==> src/rtl/scsi_ctl_pkg.sv <==
package scsi_ctl_pkg;

  localparam int REG_N = 16;

  // register indices whose meaning other logic depends on
  localparam logic [3:0] IX_CNT_LO  = 4'h0;
  localparam logic [3:0] IX_CNT_MID = 4'h1;
  localparam logic [3:0] IX_FIFO    = 4'h2;
  localparam logic [3:0] IX_CMD     = 4'h3;
  localparam logic [3:0] IX_STAT    = 4'h4;
  localparam logic [3:0] IX_CAUSE   = 4'h5;
  localparam logic [3:0] IX_STEP    = 4'h6;
  localparam logic [3:0] IX_FLAGS   = 4'h7;
  localparam logic [3:0] IX_CFG1    = 4'h8;
  localparam logic [3:0] IX_HI_BASE = 4'hB;

  localparam int HI_N  = REG_N - int'(IX_HI_BASE);
  localparam int HI_ID = 3;  // index 14 within the upper bank

  // interrupt-cause codes
  localparam logic [7:0] CAUSE_DONE  = 8'h08;
  localparam logic [7:0] CAUSE_SVC   = 8'h10;
  localparam logic [7:0] CAUSE_DISC  = 8'h20;
  localparam logic [7:0] CAUSE_BRST  = 8'h80;

  // status bits and values
  localparam int         ST_INT      = 7;
  localparam int         ST_TC       = 4;
  localparam logic [7:0] ST_TC_MASK  = 8'h10;
  localparam logic [7:0] ST_SEL_NONE = 8'h80;
  localparam logic [7:0] ST_SEL_STOP = 8'h92;
  localparam logic [7:0] ST_SEL_GO   = 8'h90;
  localparam logic [7:0] ST_RESP     = 8'h97;

  localparam logic [7:0] STEP_CMD    = 8'h04;
  localparam logic [7:0] CFG1_INIT   = 8'h07;
  localparam int         CFG1_QUIET  = 6;
  localparam logic [7:0] CHIP_ID     = 8'h04;

  typedef enum logic [3:0] {
    OP_NOP, OP_FLUSH, OP_CHIPRST, OP_BUSRST, OP_XFER, OP_RESP,
    OP_MSGOK, OP_PAD, OP_ATN, OP_SEL, OP_ENSEL, OP_BAD
  } op_e;

  typedef struct packed {
    logic dma;
    op_e  op;
    logic atn;
    logic stop;
  } cmd_t;

endpackage

==> src/rtl/scsi_cmd_decode.sv <==
module scsi_cmd_decode
  import scsi_ctl_pkg::*;
(
  input  logic [7:0] opcode,
  output cmd_t       cmd
);

  always_comb begin
    cmd.dma  = opcode[7];
    cmd.atn  = 1'b0;
    cmd.stop = 1'b0;
    case (opcode[6:0])
      7'h00: cmd.op = OP_NOP;
      7'h01: cmd.op = OP_FLUSH;
      7'h02: cmd.op = OP_CHIPRST;
      7'h03: cmd.op = OP_BUSRST;
      7'h10: cmd.op = OP_XFER;
      7'h11: cmd.op = OP_RESP;
      7'h12: cmd.op = OP_MSGOK;
      7'h18: cmd.op = OP_PAD;
      7'h1a: cmd.op = OP_ATN;
      7'h41: cmd.op = OP_SEL;
      7'h42: begin
        cmd.op  = OP_SEL;
        cmd.atn = 1'b1;
      end
      7'h43: begin
        cmd.op   = OP_SEL;
        cmd.atn  = 1'b1;
        cmd.stop = 1'b1;
      end
      7'h44: cmd.op = OP_ENSEL;
      default: cmd.op = OP_BAD;
    endcase
  end

endmodule

==> src/rtl/scsi_byte_fifo.sv <==
module scsi_byte_fifo #(
  parameter int DEPTH = 16,
  localparam int PTR_W = (DEPTH > 1) ? $clog2(DEPTH) : 1,
  localparam int CNT_W = $clog2(DEPTH + 1)
) (
  input  logic             clk,
  input  logic             rst,
  input  logic             flush,
  input  logic             push,
  input  logic [7:0]       din,
  input  logic             pop,
  output logic [7:0]       dout,
  output logic [CNT_W-1:0] count
);

  localparam logic [PTR_W-1:0] LAST = PTR_W'(DEPTH - 1);
  localparam logic [CNT_W-1:0] FULL = CNT_W'(DEPTH);

  logic [7:0]       mem [DEPTH];
  logic [PTR_W-1:0] wptr, rptr;
  logic             do_push, do_pop;

  assign do_push = push && (count != FULL);
  assign do_pop  = pop && (count != '0);
  assign dout    = mem[rptr];

  // storage has no reset so it maps onto plain RAM
  always_ff @(posedge clk) begin
    if (do_push) mem[wptr] <= din;
  end

  always_ff @(posedge clk) begin
    if (rst || flush) begin
      wptr  <= '0;
      rptr  <= '0;
      count <= '0;
    end else begin
      if (do_push) wptr <= (wptr == LAST) ? '0 : wptr + 1'b1;
      if (do_pop)  rptr <= (rptr == LAST) ? '0 : rptr + 1'b1;
      case ({do_push, do_pop})
        2'b10:   count <= count + 1'b1;
        2'b01:   count <= count - 1'b1;
        default: count <= count;
      endcase
    end
  end

endmodule

==> src/rtl/scsi_ctl_regs.sv <==
module scsi_ctl_regs
  import scsi_ctl_pkg::*;
#(
  parameter int ADDR_W     = 8,
  parameter int ADDR_SHIFT = 2,
  parameter int FIFO_DEPTH = 16
) (
  input  logic              clk,
  input  logic              rst,
  input  logic [ADDR_W-1:0] bus_addr,
  input  logic              wr_en,
  input  logic [7:0]        wr_data,
  input  logic              rd_en,
  output logic [7:0]        rd_data,
  output logic              irq,
  output logic              sel_req,
  output logic              sel_atn,
  output logic              sel_stop,
  output logic [2:0]        sel_target,
  input  logic              sel_done,
  input  logic              sel_present,
  output logic              xfer_req,
  output logic              xfer_dma,
  output logic              xfer_cmd,
  input  logic              xfer_done,
  output logic              resp_req,
  input  logic              resp_done,
  output logic              capture_mode
);

  localparam int CNT_W = $clog2(FIFO_DEPTH + 1);
  localparam logic [ADDR_W-1:0] IDX_MASK = ADDR_W'(4'hF) << ADDR_SHIFT;

  logic [3:0] idx;
  logic       acc_ok, wr_hit, rd_hit, cmd_wr, soft_rst, fifo_flush;
  cmd_t       dec;

  logic [7:0] status_q, cause_q, step_q, cfg1_q, cmd_q;
  logic [7:0] cnt_lo_q, cnt_mid_q, cnt_lo_w, cnt_mid_w;
  logic [2:0] busid_q;
  logic [7:0] hi_q [HI_N];

  logic [7:0]       fifo_out;
  logic [CNT_W-1:0] fifo_cnt;
  logic             fifo_push, fifo_pop;

  assign idx      = bus_addr[ADDR_SHIFT +: 4];
  assign acc_ok   = (bus_addr & ~IDX_MASK) == '0;
  assign wr_hit   = wr_en && acc_ok;
  assign rd_hit   = rd_en && !wr_en && acc_ok;
  assign cmd_wr   = wr_hit && (idx == IX_CMD);
  assign soft_rst = cmd_wr && (dec.op == OP_CHIPRST);
  assign fifo_flush = cmd_wr && ((dec.op == OP_FLUSH) || (dec.op == OP_MSGOK));
  assign fifo_push  = wr_hit && (idx == IX_FIFO);
  assign fifo_pop   = rd_hit && (idx == IX_FIFO);
  assign irq        = status_q[ST_INT];

  scsi_cmd_decode u_dec (
    .opcode (wr_data),
    .cmd    (dec)
  );

  scsi_byte_fifo #(.DEPTH(FIFO_DEPTH)) u_fifo (
    .clk   (clk),
    .rst   (rst || soft_rst),
    .flush (fifo_flush),
    .push  (fifo_push),
    .din   (wr_data),
    .pop   (fifo_pop),
    .dout  (fifo_out),
    .count (fifo_cnt)
  );

  always_ff @(posedge clk) begin
    if (rst || soft_rst) begin
      rd_data      <= '0;
      status_q     <= '0;
      cause_q      <= '0;
      step_q       <= '0;
      cfg1_q       <= CFG1_INIT;
      cmd_q        <= '0;
      cnt_lo_q     <= '0;
      cnt_mid_q    <= '0;
      cnt_lo_w     <= '0;
      cnt_mid_w    <= '0;
      busid_q      <= '0;
      sel_req      <= 1'b0;
      sel_atn      <= 1'b0;
      sel_stop     <= 1'b0;
      sel_target   <= '0;
      xfer_req     <= 1'b0;
      xfer_dma     <= 1'b0;
      xfer_cmd     <= 1'b0;
      resp_req     <= 1'b0;
      capture_mode <= 1'b0;
      for (int k = 0; k < HI_N; k++) hi_q[k] <= (k == HI_ID) ? CHIP_ID : 8'h00;
    end else begin
      sel_req  <= 1'b0;
      xfer_req <= 1'b0;
      resp_req <= 1'b0;

      // ---------------- read side ----------------
      if (rd_hit) begin
        case (idx)
          IX_CNT_LO:  rd_data <= cnt_lo_q;
          IX_CNT_MID: rd_data <= cnt_mid_q;
          IX_FIFO:    rd_data <= (fifo_cnt == '0) ? 8'h00 : fifo_out;
          IX_CMD:     rd_data <= cmd_q;
          IX_STAT:    rd_data <= status_q;
          IX_CAUSE: begin
            rd_data  <= cause_q;
            cause_q  <= '0;
            status_q <= status_q & ST_TC_MASK;
            step_q   <= STEP_CMD;
          end
          IX_STEP:    rd_data <= step_q;
          IX_FLAGS:   rd_data <= 8'(fifo_cnt);
          IX_CFG1:    rd_data <= cfg1_q;
          4'h9, 4'hA: rd_data <= 8'h00;
          default:    rd_data <= hi_q[3'(idx - IX_HI_BASE)];
        endcase
      end

      // ---------------- write side ----------------
      if (wr_hit) begin
        case (idx)
          IX_CNT_LO: begin
            cnt_lo_w        <= wr_data;
            status_q[ST_TC] <= 1'b0;
          end
          IX_CNT_MID: begin
            cnt_mid_w       <= wr_data;
            status_q[ST_TC] <= 1'b0;
          end
          IX_STAT: busid_q <= wr_data[2:0];
          IX_CFG1: cfg1_q  <= wr_data;
          IX_CMD: begin
            cmd_q <= wr_data;
            if (dec.dma && (dec.op != OP_BAD)) begin
              cnt_lo_q  <= cnt_lo_w;
              cnt_mid_q <= cnt_mid_w;
            end
            case (dec.op)
              OP_FLUSH: begin
                cause_q <= CAUSE_DONE;
                step_q  <= '0;
              end
              OP_BUSRST: begin
                cause_q <= CAUSE_BRST;
                if (!cfg1_q[CFG1_QUIET]) status_q[ST_INT] <= 1'b1;
              end
              OP_XFER: begin
                xfer_req     <= 1'b1;
                xfer_dma     <= dec.dma;
                xfer_cmd     <= capture_mode;
                capture_mode <= 1'b0;
                if (dec.dma) status_q[ST_TC] <= 1'b0;
              end
              OP_RESP: resp_req <= 1'b1;
              OP_MSGOK: begin
                cause_q          <= CAUSE_DISC;
                step_q           <= '0;
                status_q[ST_INT] <= 1'b1;
              end
              OP_PAD: begin
                status_q <= ST_TC_MASK;
                cause_q  <= CAUSE_DONE;
                step_q   <= '0;
              end
              OP_SEL: begin
                sel_req    <= 1'b1;
                sel_atn    <= dec.atn;
                sel_stop   <= dec.stop;
                sel_target <= busid_q;
              end
              OP_ENSEL: cause_q <= '0;
              default: ;
            endcase
          end
          default: begin
            if (idx >= IX_HI_BASE) hi_q[3'(idx - IX_HI_BASE)] <= wr_data;
          end
        endcase
      end

      // ---------------- completions ----------------
      if (sel_done) begin
        if (!sel_present) begin
          status_q <= ST_SEL_NONE;
          cause_q  <= CAUSE_DISC;
          step_q   <= '0;
        end else if (sel_stop) begin
          status_q     <= ST_SEL_STOP;
          cause_q      <= CAUSE_SVC | CAUSE_DONE;
          step_q       <= STEP_CMD;
          capture_mode <= 1'b1;
        end else begin
          status_q <= ST_SEL_GO;
          cause_q  <= CAUSE_SVC | CAUSE_DONE;
          step_q   <= STEP_CMD;
        end
      end
      if (xfer_done) begin
        status_q  <= status_q | ST_SEL_GO;
        cause_q   <= CAUSE_SVC;
        step_q    <= '0;
        cnt_lo_q  <= '0;
        cnt_mid_q <= '0;
      end
      if (resp_done) begin
        status_q <= ST_RESP;
        cause_q  <= CAUSE_DONE;
        step_q   <= STEP_CMD;
      end
    end
  end

endmodule

==> config.mk <==
export PLATFORM = sky130hd
export DESIGN_NAME = scsi_ctl_regs
export DESIGN_NICKNAME = d
export VERILOG_FILES = /design/src/rtl/scsi_ctl_pkg.sv /design/src/rtl/scsi_cmd_decode.sv /design/src/rtl/scsi_byte_fifo.sv /design/src/rtl/scsi_ctl_regs.sv
export SDC_FILE = /design/constraint.sdc
export NUM_CORES = 1
export LEC_CHECK = 0
export BUFFER_PORTS_ARGS = -buffer_cell sky130_fd_sc_hd__buf_2
export CAP_MARGIN = 0
export CORE_MARGIN = 8
export CORE_UTILIZATION = 55
export DETAILED_ROUTE_END_ITERATION = 8
export PLACE_DENSITY = 0.72
export SYNTH_ARGS = -nofsm -noshare
export SYNTH_HDL_FRONTEND = slang
export SYNTH_SLANG_ARGS = --single-unit
export TNS_END_PERCENT = 50
==> constraint.sdc <==
create_clock -name clk -period 12.7 [get_ports clk]
set_clock_uncertainty 0.2 [all_clocks]
set_input_delay 2.54 -clock clk [delete_from_list [all_inputs] [get_ports clk]]
set_output_delay 2.54 -clock clk [all_outputs]
set_load 0.02 [all_outputs]
# Word-level counts from Yosys, hierarchy flattened
# Memory sizes are Yosys's and may differ from the RTL's. A register that Yosys moved wholly into a read port is not among the register bits.
# Cells that the tools add are included.
# Widths: inputs -> output; s select.
[op_classes] n_bitwise=2 n_addsub=5 n_mux=66 n_lt_le_gt_ge=1 n_reduce_logical=41 n_eq_ne=38
[ops] op="$mux 8" count=19
[ops] op="$pmux 8 s10" count=1
[ops] op="$pmux 4 s11" count=1
[ops] op="$eq 7x5->1 const B" count=5
[ops] op="$eq 4x3->1 const B" count=8
[ops] op="$pmux 8 s4" count=1
[ops] op="$eq 4x4->1 const B" count=7
[ops] op="$eq 7x7->1 const B" count=4
[ops] op="$mux 4" count=7
[ops] op="$mux 1" count=23
[ops] op="$eq 4x2->1 const B" count=4
[ops] op="$mux 3" count=5
[ops] op="$eq 7x2->1 const B" count=2
[ops] op="$reduce_or 2->1" count=6
[ops] op="$reduce_or 3->1" count=4
[ops] op="$logic_and 1x1->1" count=11
[ops] op="$mux 5" count=2
[ops] op="$pmux 5 s2" count=1
[ops] op="$reduce_and 2->1" count=5
[ops] op="$reduce_and 3->1" count=3
[ops] op="$add 4x1->4 const B" count=2
[ops] op="$eq 4x1->1 const B" count=2
[ops] op="$logic_not 8->1" count=1
[ops] op="$reduce_or 8->1" count=1
[ops] op="23 further kinds" count=28
[totals] reg_bits=107 mem_bits_rw=168 input_bits=24 memories=2 output_inout_bits=20 word_cells=183
[memory_table] name="u_fifo.mem" depth=16 word_bits=8 read_ports=1 rd_clocked_by_memory_dff=1 write_ports=1 line="scsi_byte_fifo.sv:19" rtl="logic [7:0] mem [DEPTH];"
[memory_table] name="hi_q" depth=5 word_bits=8 read_ports=1 rd_clocked_by_memory_dff=0 write_ports=5 line="scsi_ctl_regs.sv:41" rtl="logic [7:0] hi_q [HI_N];"

# Logic depth before layout (Yosys ltp)
# Gate-level depths: netlist of run 1.
[depth] word_depth=11 depth_mapped=16 ltp_nobuf=13

# Modules after synthesis
# From an unflattened synthesis of run 1, not the netlist that was laid out.
[hier_totals] hier_cells=1005 area_unflattened_um2=13178.9
[by_module_without_submodules] module="scsi_ctl_regs" instances=1 cells_per_inst=682 seq_area_each_um2=3803.6 area_per_inst_um2=7050.5
[by_module_without_submodules] module="scsi_byte_fifo" instances=1 cells_per_inst=295 seq_area_each_um2=4184.0 area_per_inst_um2=5908.2
[by_module_without_submodules] module="scsi_cmd_decode" instances=1 cells_per_inst=28 seq_area_each_um2=0.0 area_per_inst_um2=220.2

# Worst setup path before layout of run 1
# OpenSTA, ideal clock, no wires.
[synth_timing] path_type="input to register" startpoint="input bus_addr[2]" endpoint="register u_fifo.count[4]" stages=15 t_arrival_ps=5507 path_buffers=3 setup_time_ps=70 required_ps=12430 path_slack_ps=6923 path_cell_list="buf_4 -> inv_1 -> ha_1 -> clkbuf_1 -> o21a_1 -> and2_1 -> clkbuf_1 -> inv_1 -> ha_1 -> ha_1 -> nor2b_1 -> o21ai_0 -> a21oi_1 -> or4_1 -> a21oi_1"
[synth_via] elab_chain_len=5 elab_cells_between_ends=15 cone_classes="4 x eq/ne; 1 x mux; 10 x reduce/logical"
[synth_lines] element="start, declared" line="scsi_ctl_regs.sv:10" rtl="input logic [ADDR_W-1:0] bus_addr,"
[synth_lines] element="$eq 4x2->1, on equally long branches" line="scsi_ctl_regs.sv:54, scsi_ctl_regs.sv:55, scsi_ctl_regs.sv:51"
[synth_lines] element="$logic_and 1x1->1, on equally long branches" line="scsi_ctl_regs.sv:55, scsi_ctl_regs.sv:51, scsi_ctl_regs.sv:54"
[synth_lines] element="$logic_and 1x1->1, on equally long branches" line="scsi_byte_fifo.sv:24, scsi_byte_fifo.sv:23, scsi_ctl_regs.sv:52"
[synth_lines] element="$eq 2x1->1 (tied with other cells)" line="scsi_byte_fifo.sv:40" rtl="case ({do_push, do_pop})"
[synth_lines] element="$pmux 5 s2 (tied with other cells)" line="scsi_byte_fifo.sv:40"
[synth_lines] element="end signal, assigned" line="scsi_byte_fifo.sv:41" rtl="2'b10: count <= count + 1'b1;"
[synth_lines] element="end signal, assigned" line="scsi_byte_fifo.sv:42" rtl="2'b01: count <= count - 1'b1;"
[synth_lines] element="end signal, assigned" line="scsi_byte_fifo.sv:43" rtl="default: count <= count;"
[synth_lines] element="end, declared" line="scsi_byte_fifo.sv:13" rtl="output logic [CNT_W-1:0] count"
# Several ways; a longest one is shown, not always the timed one.
# A chain may end at the register's enable or synchronous reset.

# Worst setup path after layout of run 1
[layout_timing] startpoint="input bus_addr[2]" endpoint="register u_fifo.count[4]"
[layout_via] elab_chain_len=5 elab_cells_between_ends=15 cone_classes="4 x eq/ne; 1 x mux; 10 x reduce/logical"
[layout_lines] element="$eq 4x2->1 *" line="scsi_ctl_regs.sv:55" rtl="assign fifo_pop = rd_hit && (idx == IX_FIFO);"
[layout_lines] element="$logic_and 1x1->1 *" line="scsi_ctl_regs.sv:55"
[layout_lines] element="$logic_and 1x1->1 *" line="scsi_byte_fifo.sv:24" rtl="assign do_pop = pop && (count != '0);"
[layout_lines] element="named net u_fifo.do_pop" line="scsi_byte_fifo.sv:21" rtl="logic do_push, do_pop;"
[layout_lines] element="$eq 2x1->1 or $eq 2x2->1 (tied branches)" line="scsi_byte_fifo.sv:40"
[layout_lines] element="$pmux 5 s2 or $reduce_bool 2->1 (tied branches)"
# Mark *: on every way through the listed nets, which the timed path passes. The rest lies on a longest branch.

==> flow_summary.ini, run 1 <==
[power_and_ir_drop]
power.ir.vdd_worst_uv = 105
report.power.total_mw = 2.01
power_leakage_nw = 4.86
pwr_density_cell_nw_per_um2 = 138

[worst_setup_path]
crit_chain = buf_2, inv_1, ha_1, o211a_1, nand2_1, inv_1, ha_1, inv_1, fa_1, nor2b_1, o21ai_0, and3_1, or4_1, a21oi_1
critPathKind = input pin to register
critPathSlowestCell = sky130_fd_sc_hd__ha_1
crit_fanout = 21
worst_setup_path_end_kind = register
crit_path_start_kind = input pin
crit_required_ps = 12970
worst_path_largest_cell_delay_ps = 560
worstPathArrival_ps = 6150
ff2ff_setup_slack_ps = 9170
critPathMostFrequentCell = sky130_fd_sc_hd__inv_1

[floorplanning]
floorplan.rows = 56
die_y_um = 171
initial_utilization = 0.560
io-pin-count = 44
fp.coreArea_um2 = 23500
die_w_um = 171
area_of_the_die_um2 = 29100

[sta]
clock_period_minus_worst_slack_ps = 5880
period_share = 0.463
timing.final.hold_violations = 0
drv_slew = 0
worst-slew-pin-transition_ps = 1260
report.final.setup_viol = 0
grt_setup_unrepaired = false
total_negative_slack_for_setup_checks_ps = 0
max_freq_ghz = 0.170
maxSlewHeadroom = 0.156

[cts]
clock-sinks = 303
clock_tree_from_tritoncts = built
post_cts_resized = 0
number_of_buffers_created_by_cts = 30
clock_latency_ps = 550
cts_setup_buffers = 0
clock_tree.htree_level_count = 1
root_buffer = sky130_fd_sc_hd__clkbuf_16
clkTransAtPathRegs_ps = 60
ctsLongestPathBuffers = 3
cts_hold_buf = 0

[route]
drtPass1Iterations = 5
drt-total-wl_um = 31600
num_vias = 8556
postRouteAntennaNets = 0
detail_route.vias_per_cell = 6.15
routed_wire_length_per_instance_um = 22.7
route.detailed.drc = 0
initialDrtViolationCount = 938

[synth]
synth_net_count = 1070
yosysWarnings = 0
number_of_flops_mapped_to_enable_cells_by_yosys = 192
synth-seq-cells = 303
yosysUniqueCellTypes = 78
ys_dominant_reg_cell = sky130_fd_sc_hd__edfxtp_1
synth_cells = 1032
postSynth.asyncResetShare = 0
post_synth_instance_area_um2 = 13200
syn-mean-instance-area_um2 = 12.7
seq_area_frac_synth = 0.607

[cells_and_area]
top_regs = u_fifo.mem: 128 flops, hi_q: 64 flops
finish.net_count = 1087
post_layout_util = 0.619
largest_reg_flops = 128
drive_gt1_frac = 0.167
biggest_register = u_fifo.mem
antenna_cells_inserted = 0
syn2layout_area_growth_pct = 10.4

[global_routing]
first_global_vias = 8466
antenna_found_initial = 0
grt_max_degree = 53
grt_pass1_wl_um = 49300
grt_overflow_total = 0
overall_global_routing_usage = 0.220

[worst_hold_path]
timing.hold.worst.class = register to register

[place]
globalplace.congestion = 0.887
buffer_ports.inserted = 43
place_hpwl_um = 20400

[outcome]
status = finished clean

[run]
maxCapViolations = 0
-- cell type report --
class                   count  area (µm²)
clock buffers              37         777
clock inverters            18         179
inverters                  17        63.8
repair buffers             61         350
fillers                  1823        8950
well taps                 319         399
multi-input cells         636        4760
flip-flops and latches    303        7990
-- worst max-delay path: cells and delay by family --
kind	cells	cell delay, ps
compound gates	3	700
fa+ha+maj	3	1170
buf+inv	4	800
simple gates	4	920
-- layer usage --
metal,part of all wire,vias to the layer above,track usage
li1,-,3907,-
met1,0.43,4218,0.305
met2,0.47,368,0.346
met3,0.075,63,0.0415
met4,0.031,0,0.0732
met5,0,-,0
-- kinds of logic after synthesis --
kind of cell | share of synthesized area
flip-flops | 0.607
AO/OA/AOI/OAI | 0.0868
adder cells (fa/ha/maj) | 0.0139
multiplexers | 0.123
XOR/XNOR | 0.00400
buffers and inverters | 0.0319
AND/OR/NAND/NOR | 0.134
-- power by group --
group / internal [mW] / switching [mW]
clock: 0.495 / 0.361
sequential: 1.05 / 0.00501
combinational: 0.0284 / 0.0653
total: 1.58 / 0.432
-- cell usage after synthesis (all sizes together) (15+ instances only) --
cell,instances,area share
edfxtp,192,0.44
dfxtp,111,0.17
nand2,110,0.032
a21oi,62,0.025
nor2,58,0.017
and2,48,0.023
mux4,48,0.082
buf,43,0.018
mux2i,43,0.033
nand3,39,0.015
clkbuf,33,0.0094
o21ai,27,0.010
nor3,26,0.012
inv,16,0.0046
and3,15,0.0071
-- path summary, 6_finish.rpt --
path	depth (start not counted)	end	startpoint
worst max register to register	11	u_fifo.count[4]	u_fifo.count[0]
worst min register to register	2	cmd_q[5]	cmd_q[5]
worst max-delay path	14	u_fifo.count[4]	bus_addr[2]
worst min-delay path	2	cmd_q[5]	cmd_q[5]
-- per-stage QoR --
step | setup WS [ps] | area [µm²] | hold WS [ps] | std cells
after detailed placement | 6260 | 13600 | 241 | 1336
after global placement | 6420 | 13600 | 238 | 1336
after global routing | 6460 | 14500 | 274 | 1391
final | 6820 | 14500 | 252 | 1391
after floorplan | 6920 | 13200 | 230 | 1032
after CTS | 6840 | 14500 | 253 | 1391
-- cells in the final DEF (no fill, tap or decap), drive strengths merged, types with 6 or more instances in the layout --
| master | count |
|---|---|
| a21oi | 62 |
| a221oi | 7 |
| a22oi | 10 |
| and2 | 48 |
| and3 | 15 |
| buf | 61 |
| clkbuf | 37 |
| clkinv | 15 |
| dfxtp | 111 |
| edfxtp | 192 |
| ha | 13 |
| inv | 16 |
| mux2 | 9 |
| mux2i | 43 |
| mux4 | 48 |
| nand2 | 110 |
| nand2b | 14 |
| nand3 | 39 |
| nor2 | 58 |
| nor3 | 26 |
| nor4 | 7 |
| o211ai | 6 |
| o21ai | 27 |
Power figures use the tool's default switching activity.
==> run 2, diff against run 1 <==
- ABC_AREA: unset -> 1
- clock period: 12.7 -> 5.8 ns (I/O delays scaled with it)
==> flow_summary.ini, run 2 <==
[cts]
clkTransAtPathRegs_ps = 60
ctsLongestPathBuffers = 3
clock-sinks = 303
cts_setup_buffers = 0
clock_tree.htree_level_count = 1
clock_latency_ps = 550
root_buffer = sky130_fd_sc_hd__clkbuf_16
cts_hold_buf = 0
clock_tree_from_tritoncts = built
post_cts_resized = 0
number_of_buffers_created_by_cts = 30

[power_and_ir_drop]
power.ir.vdd_worst_uv = 270
pwr_density_cell_nw_per_um2 = 297
power_leakage_nw = 5.69
report.power.total_mw = 4.42

[synth]
seq_area_frac_synth = 0.596
yosys-top-cells-count = sky130_fd_sc_hd__nand2_1 (327), sky130_fd_sc_hd__nor2_1 (224), sky130_fd_sc_hd__edfxtp_1 (192)
syn-mean-instance-area_um2 = 8.99
synth-seq-cells = 303
yosysWarnings = 0
synth_cells = 1490
most_common_cell_in_the_synthesized_netlist = sky130_fd_sc_hd__nand2_1
yosysUniqueCellTypes = 42
ys_dominant_reg_cell = sky130_fd_sc_hd__edfxtp_1
post-synth-top-area-fraction = 0.430
synth_net_count = 1528
synth.area.top_cells = sky130_fd_sc_hd__edfxtp_1 (43%), sky130_fd_sc_hd__dfxtp_1 (17%), sky130_fd_sc_hd__nand2_1 (9.2%), sky130_fd_sc_hd__nor2_1 (6.3%), sky130_fd_sc_hd__inv_1 (4.8%)
netlist.top_cell.by_area = sky130_fd_sc_hd__edfxtp_1
postSynth.asyncResetShare = 0
number_of_flops_mapped_to_enable_cells_by_yosys = 192
post_synth_instance_area_um2 = 13400

[sta]
maxSlewHeadroom = 0.221
clock_period_minus_worst_slack_ps = 3910
grt_setup_unrepaired = false
max_freq_ghz = 0.256
report.final.setup_viol = 0
hold_ws_ps = 228
postLayoutSetupSlackWorst_ps = 1890
drv_slew = 0
timing.final.hold_violations = 0
worst-slew-pin-transition_ps = 1170
period_share = 0.674
total_negative_slack_for_setup_checks_ps = 0

[route]
route.detailed.drc = 0
detail_route.vias_per_cell = 5.44
postRouteAntennaNets = 0
initialDrtViolationCount = 1143
drt-total-wl_um = 32700
routed_wire_length_per_instance_um = 17.5
drtPass1Iterations = 5
num_vias = 10200

[global_routing]
grt_overflow_total = 0
first_global_vias = 9505
grt_pass1_wl_um = 51100
overall_global_routing_usage = 0.222
antenna_found_initial = 0
grt_max_degree = 129

[run]
maxCapViolations = 0

[floorplanning]
fp.coreArea_um2 = 24100
die_w_um = 172
area_of_the_die_um2 = 29600
io-pin-count = 44
floorplan.rows = 57
initial_utilization = 0.556
die_y_um = 172

[outcome]
status = finished clean

[place]
detailedPlace.worstSlack_ps = 1360
globalplace.congestion = 0.922
place_hpwl_um = 21200
buffer_ports.inserted = 43

[cells_and_area]
layout_commonest_cell = sky130_fd_sc_hd__nand2_1
biggest_register = u_fifo.mem
top_regs = u_fifo.mem: 128 flops, hi_q: 64 flops
largest_reg_flops = 128
syn2layout_area_growth_pct = 11.0
finish.net_count = 1559
antenna_cells_inserted = 0
drive_gt1_frac = 0.0900
most-common-layout-cells = sky130_fd_sc_hd__nand2_1 (327), sky130_fd_sc_hd__nor2_1 (224), sky130_fd_sc_hd__edfxtp_1 (192), sky130_fd_sc_hd__inv_1 (173), sky130_fd_sc_hd__a21oi_1 (121)

[worst_setup_path]
crit_fanout = 36
crit_required_ps = 6020
critPathKind = input pin to register
worst_setup_path_end_kind = register
worstPathArrival_ps = 4130
crit_path_start_kind = input pin

[worst_hold_path]
timing.hold.worst.class = register to register
## run 2: cell types whose count changed in the layout (fill, tap and decap cells not counted), moves of 11 or more
cell	before	now
sky130_fd_sc_hd__a21oi_1	59	121
sky130_fd_sc_hd__and2_1	47	0
sky130_fd_sc_hd__and3_1	15	0
sky130_fd_sc_hd__clkbuf_8	0	11
sky130_fd_sc_hd__inv_1	16	173
sky130_fd_sc_hd__mux2i_1	43	0
sky130_fd_sc_hd__mux4_2	48	0
sky130_fd_sc_hd__nand2_1	109	327
sky130_fd_sc_hd__nand2b_1	14	0
sky130_fd_sc_hd__nand3_1	39	96
sky130_fd_sc_hd__nor2_1	58	224
sky130_fd_sc_hd__nor3_1	23	8
sky130_fd_sc_hd__o211ai_1	6	45
sky130_fd_sc_hd__o21ai_0	27	46
## run 2: kinds of logic after synthesis
group	Yosys count	synth area share
AOI/OAI and AO/OA	239	0.104
xor gates and xnor gates	5	0.00327
adders and majority gates	14	0.0136
buffers and inverters	239	0.0702
DFF	303	0.596
and+or+nand+nor	690	0.213
## run 2: stage by stage
stage	util	instances	instance area (µm²)
final	0.617	1869	14900
after global routing	0.617	1869	14900
after CTS	0.617	1868	14900
after detailed placement	0.576	1812	13900
after global placement	0.576	1812	13900
after floorplan	-	1490	13400
## run 2: metal layers
metal | up-vias | GRT usage | routed length [µm]
met4 | 0 | 0.0712 | 958
met5 | - | 0 | 0
met2 | 367 | 0.360 | 15200
li1 | 5000 | - | -
met3 | 63 | 0.0340 | 2480
met1 | 4740 | 0.303 | 14100
## run 2: final cells by class
| cell class | instances | area [µm²] |
|---|---|---|
| Fill cell | 2055 | 9230 |
| Sequential cell | 303 | 7990 |
| Multi-Input combinational cell | 948 | 4470 |
| Clock buffer | 46 | 942 |
| Inverter | 179 | 674 |
| Tap cell | 324 | 405 |
| Timing Repair Buffer | 59 | 335 |
| Clock inverter | 10 | 56.3 |
## run 2: power breakdown
group / internal, mW / leakage, nW / switching [mW] / total [mW]
logic: 0.0436 / 2.55 / 0.149 / 0.192
registers: 2.31 / 2.64 / 0.00834 / 2.32
clock network: 1.11 / 0.501 / 0.799 / 1.91
total: 3.46 / 5.69 / 0.956 / 4.42
## run 2: worst max-delay path: stages
cell and delay [ps]:
sky130_fd_sc_hd__buf_2 540, sky130_fd_sc_hd__clkinv_1 270, sky130_fd_sc_hd__ha_1 300, sky130_fd_sc_hd__inv_1 80, sky130_fd_sc_hd__nor2_1 70, sky130_fd_sc_hd__nand3_1 200, sky130_fd_sc_hd__ha_1 310, sky130_fd_sc_hd__inv_1 80
sky130_fd_sc_hd__fa_1 390, sky130_fd_sc_hd__inv_1 80, sky130_fd_sc_hd__a21oi_1 60, sky130_fd_sc_hd__o21bai_1 150, sky130_fd_sc_hd__a21oi_1 90, sky130_fd_sc_hd__o21ai_0 100, sky130_fd_sc_hd__xor2_1 170, sky130_fd_sc_hd__nor2_1 50
## run 2: worst paths after layout
| kind | from | end | slack (ps) | depth (start not counted) |
|---|---|---|---|---|
| hold reg to reg | step_q[0] | step_q[0] | 230 | 2 |
| hold / removal | step_q[0] | step_q[0] | 230 | 2 |
| setup reg to reg | u_fifo.count[3] | u_fifo.count[4] | 3000 | 13 |
| setup / recovery | bus_addr[2] | u_fifo.count[4] | 1890 | 16 |
==> run 3, diff against run 2 <==
- ABC_AREA: 1 -> 0
- clock period: 5.8 -> 4.05 ns (I/O delays scaled with it)
==> flow_summary.ini, run 3 (synthesis results as in run 1) <==
[global_routing]
grt_max_degree = 37
antenna_found_initial = 1
first_global_vias = 8750
global_route.usage.met1 = 0.306
grt_overflow_total = 0
grt_pass1_wl_um = 50500
busiest_layer = met2
overall_global_routing_usage = 0.226
met2_usage_in_global_routing = 0.357
use_met3 = 0.0475

[worst_setup_path]
critical_path.startpoint = u_fifo.count[0]
worst-r2r-cell-count = 12
critPathSlowestCell = sky130_fd_sc_hd__or4_1
critPathKind = register to register
crit_path_start_kind = register
worst_path_largest_cell_delay_ps = 580
regToRegStartpoint = u_fifo.count[0]
regToRegEndpoint = u_fifo.count[4]
crit_fanout = 6
worst_setup_path_end_kind = register
crit_required_ps = 4360
ff2ff_setup_slack_ps = 550
crit_chain = or4_1, o21a_1, and2_1, inv_1, ha_1, inv_1, fa_1, nor2b_1, o21ai_0, and3_1, or4_1, a21oi_1
worstPathArrival_ps = 3810
worst_setup_path_endpoint = u_fifo.count[4]

[sta]
total_negative_slack_for_setup_checks_ps = 0
timing.final.hold_violations = 0
max_freq_ghz = 0.286
clock_period_minus_worst_slack_ps = 3500
grt_setup_unrepaired = false
drv_slew = 0
maxSlewHeadroom = 0.204
report.final.setup_viol = 0
period_share = 0.865
worst-slew-pin-transition_ps = 1180

[route]
initialDrtViolationCount = 978
postRouteAntennaNets = 0
route.detailed.drc = 0
num_vias = 8832
drt-total-wl_um = 32800
routed_wire_length_per_instance_um = 22.9
drtPass1Iterations = 6
detail_route.vias_per_cell = 6.15

[cts]
ctsLongestPathBuffers = 3
clock-sinks = 303
post_cts_resized = 0
root_buffer = sky130_fd_sc_hd__clkbuf_16
clkTransAtPathRegs_ps = 70
clock_tree.htree_level_count = 1
cts_setup_buffers = 0
clock_tree_from_tritoncts = built
cts_hold_buf = 0
number_of_buffers_created_by_cts = 30
clock_latency_ps = 570

[floorplanning]
die_w_um = 171
area_of_the_die_um2 = 29100
fp.coreArea_um2 = 23500
die_y_um = 171
io-pin-count = 44
floorplan.rows = 56
initial_utilization = 0.560

[power_and_ir_drop]
switchingPower_mw = 1.40
internal_power_mw = 4.92
seq_power_share = 0.525
power_leakage_nw = 5.08
clock_power_share = 0.424
netSwitchingFraction = 0.221
pwr_density_cell_nw_per_um2 = 425
power.ir.vdd_worst_uv = 284
combPwrFrac = 0.051

[cells_and_area]
drive_gt1_frac = 0.199
most-common-layout-cells = sky130_fd_sc_hd__edfxtp_1 (192), sky130_fd_sc_hd__dfxtp_1 (110), sky130_fd_sc_hd__nand2_1 (109), sky130_fd_sc_hd__a21oi_1 (59), sky130_fd_sc_hd__nor2_1 (58)
syn2layout_area_growth_pct = 13.1
largest_reg_flops = 128
finalInstanceArea_um2 = 14900
finish.net_count = 1129
final_layout_fill_cell_count = 1771
biggest_register = u_fifo.mem
layout_commonest_cell = sky130_fd_sc_hd__edfxtp_1
top_regs = u_fifo.mem: 128 flops, hi_q: 64 flops

[place]
globalplace.congestion = 0.915
detailed_place.area_um2 = 13900
place_hpwl_um = 21700
buffer_ports.inserted = 43

[outcome]
status = finished clean

[run]
maxCapViolations = 0

[worst_hold_path]
timing.hold.worst.class = register to register
[run 3: changes by cell type in the layout (fill, tap and decap cells not counted), moves of 39 or more]
| cell | delta |
|---|---|
| sky130_fd_sc_hd__and2_1 | +47 |
| sky130_fd_sc_hd__mux2i_1 | +43 |
| sky130_fd_sc_hd__mux4_2 | +48 |
| sky130_fd_sc_hd__nand3_1 | -57 |
| sky130_fd_sc_hd__inv_1 | -157 |
| sky130_fd_sc_hd__o211ai_1 | -39 |
| sky130_fd_sc_hd__a21oi_1 | -62 |
| sky130_fd_sc_hd__buf_4 | +42 |
| sky130_fd_sc_hd__nor2_1 | -166 |
| sky130_fd_sc_hd__nand2_1 | -218 |
[run 3: stage by stage]
stage	utilization	hold WS, ps	worst slack (ps)	instances	total power [mW]
finish	0.634	254	548	1435	6.32
global route	0.634	269	316	1435	6.48
CTS	0.634	257	566	1434	6.33
detailed placement	0.593	245	285	1378	3.70
global placement	0.593	237	362	1378	3.69
floorplan	-	230	2.85	1032	3.56
[run 3: area by class of cell]
class                   instances  area [µm²]  area share
diodes                          1        2.50    0.000168
clock buffers                  44         843      0.0567
clock inverters                12         108     0.00723
inverters                      17        63.8     0.00429
multi-input cells             636        4760       0.320
flip-flops and latches        303        7990       0.537
well taps                     319         399      0.0268
repair buffers                103         703      0.0473
[run 3: per-layer routing]
layer,vias to the layer above,share of wire
met1,4384,0.42
li1,3987,-
met2,398,0.47
met3,63,0.083
met4,0,0.029
met5,-,0
[run 3: power groups by stage]
stage / logic [mW] / registers (mW) / clock network [mW]
2_1_floorplan: 0.180 / 3.38 / 0
3_3_place_gp: 0.313 / 3.38 / 0
3_5_place_dp: 0.317 / 3.38 / 0
4_1_cts: 0.319 / 3.32 / 2.70
5_1_grt: 0.339 / 3.32 / 2.82
6_report: 0.321 / 3.32 / 2.68
[run 3: worst min-delay path by stage]
stage / slack, ps / cells past startpoint / endpoint / from
finish: 250 / 2 / cnt_lo_w[4] / cnt_lo_w[4]
floorplan: 230 / 1 / step_q[0] / step_q[0]
global route: 270 / 2 / cmd_q[1] / cmd_q[1]
detailed placement: 240 / 1 / step_q[3] / step_q[3]
CTS: 260 / 2 / cnt_mid_w[1] / cnt_mid_w[1]
global placement: 240 / 2 / cmd_q[2] / cmd_q[2]
[run 3: critical path: cells and delay by family, from the launching register on]
kind	cells	cell delay [ps]
simple gates	5	1570
fa+ha+maj	2	600
compound gates	3	530
flops	1	360
buf+inv	2	170
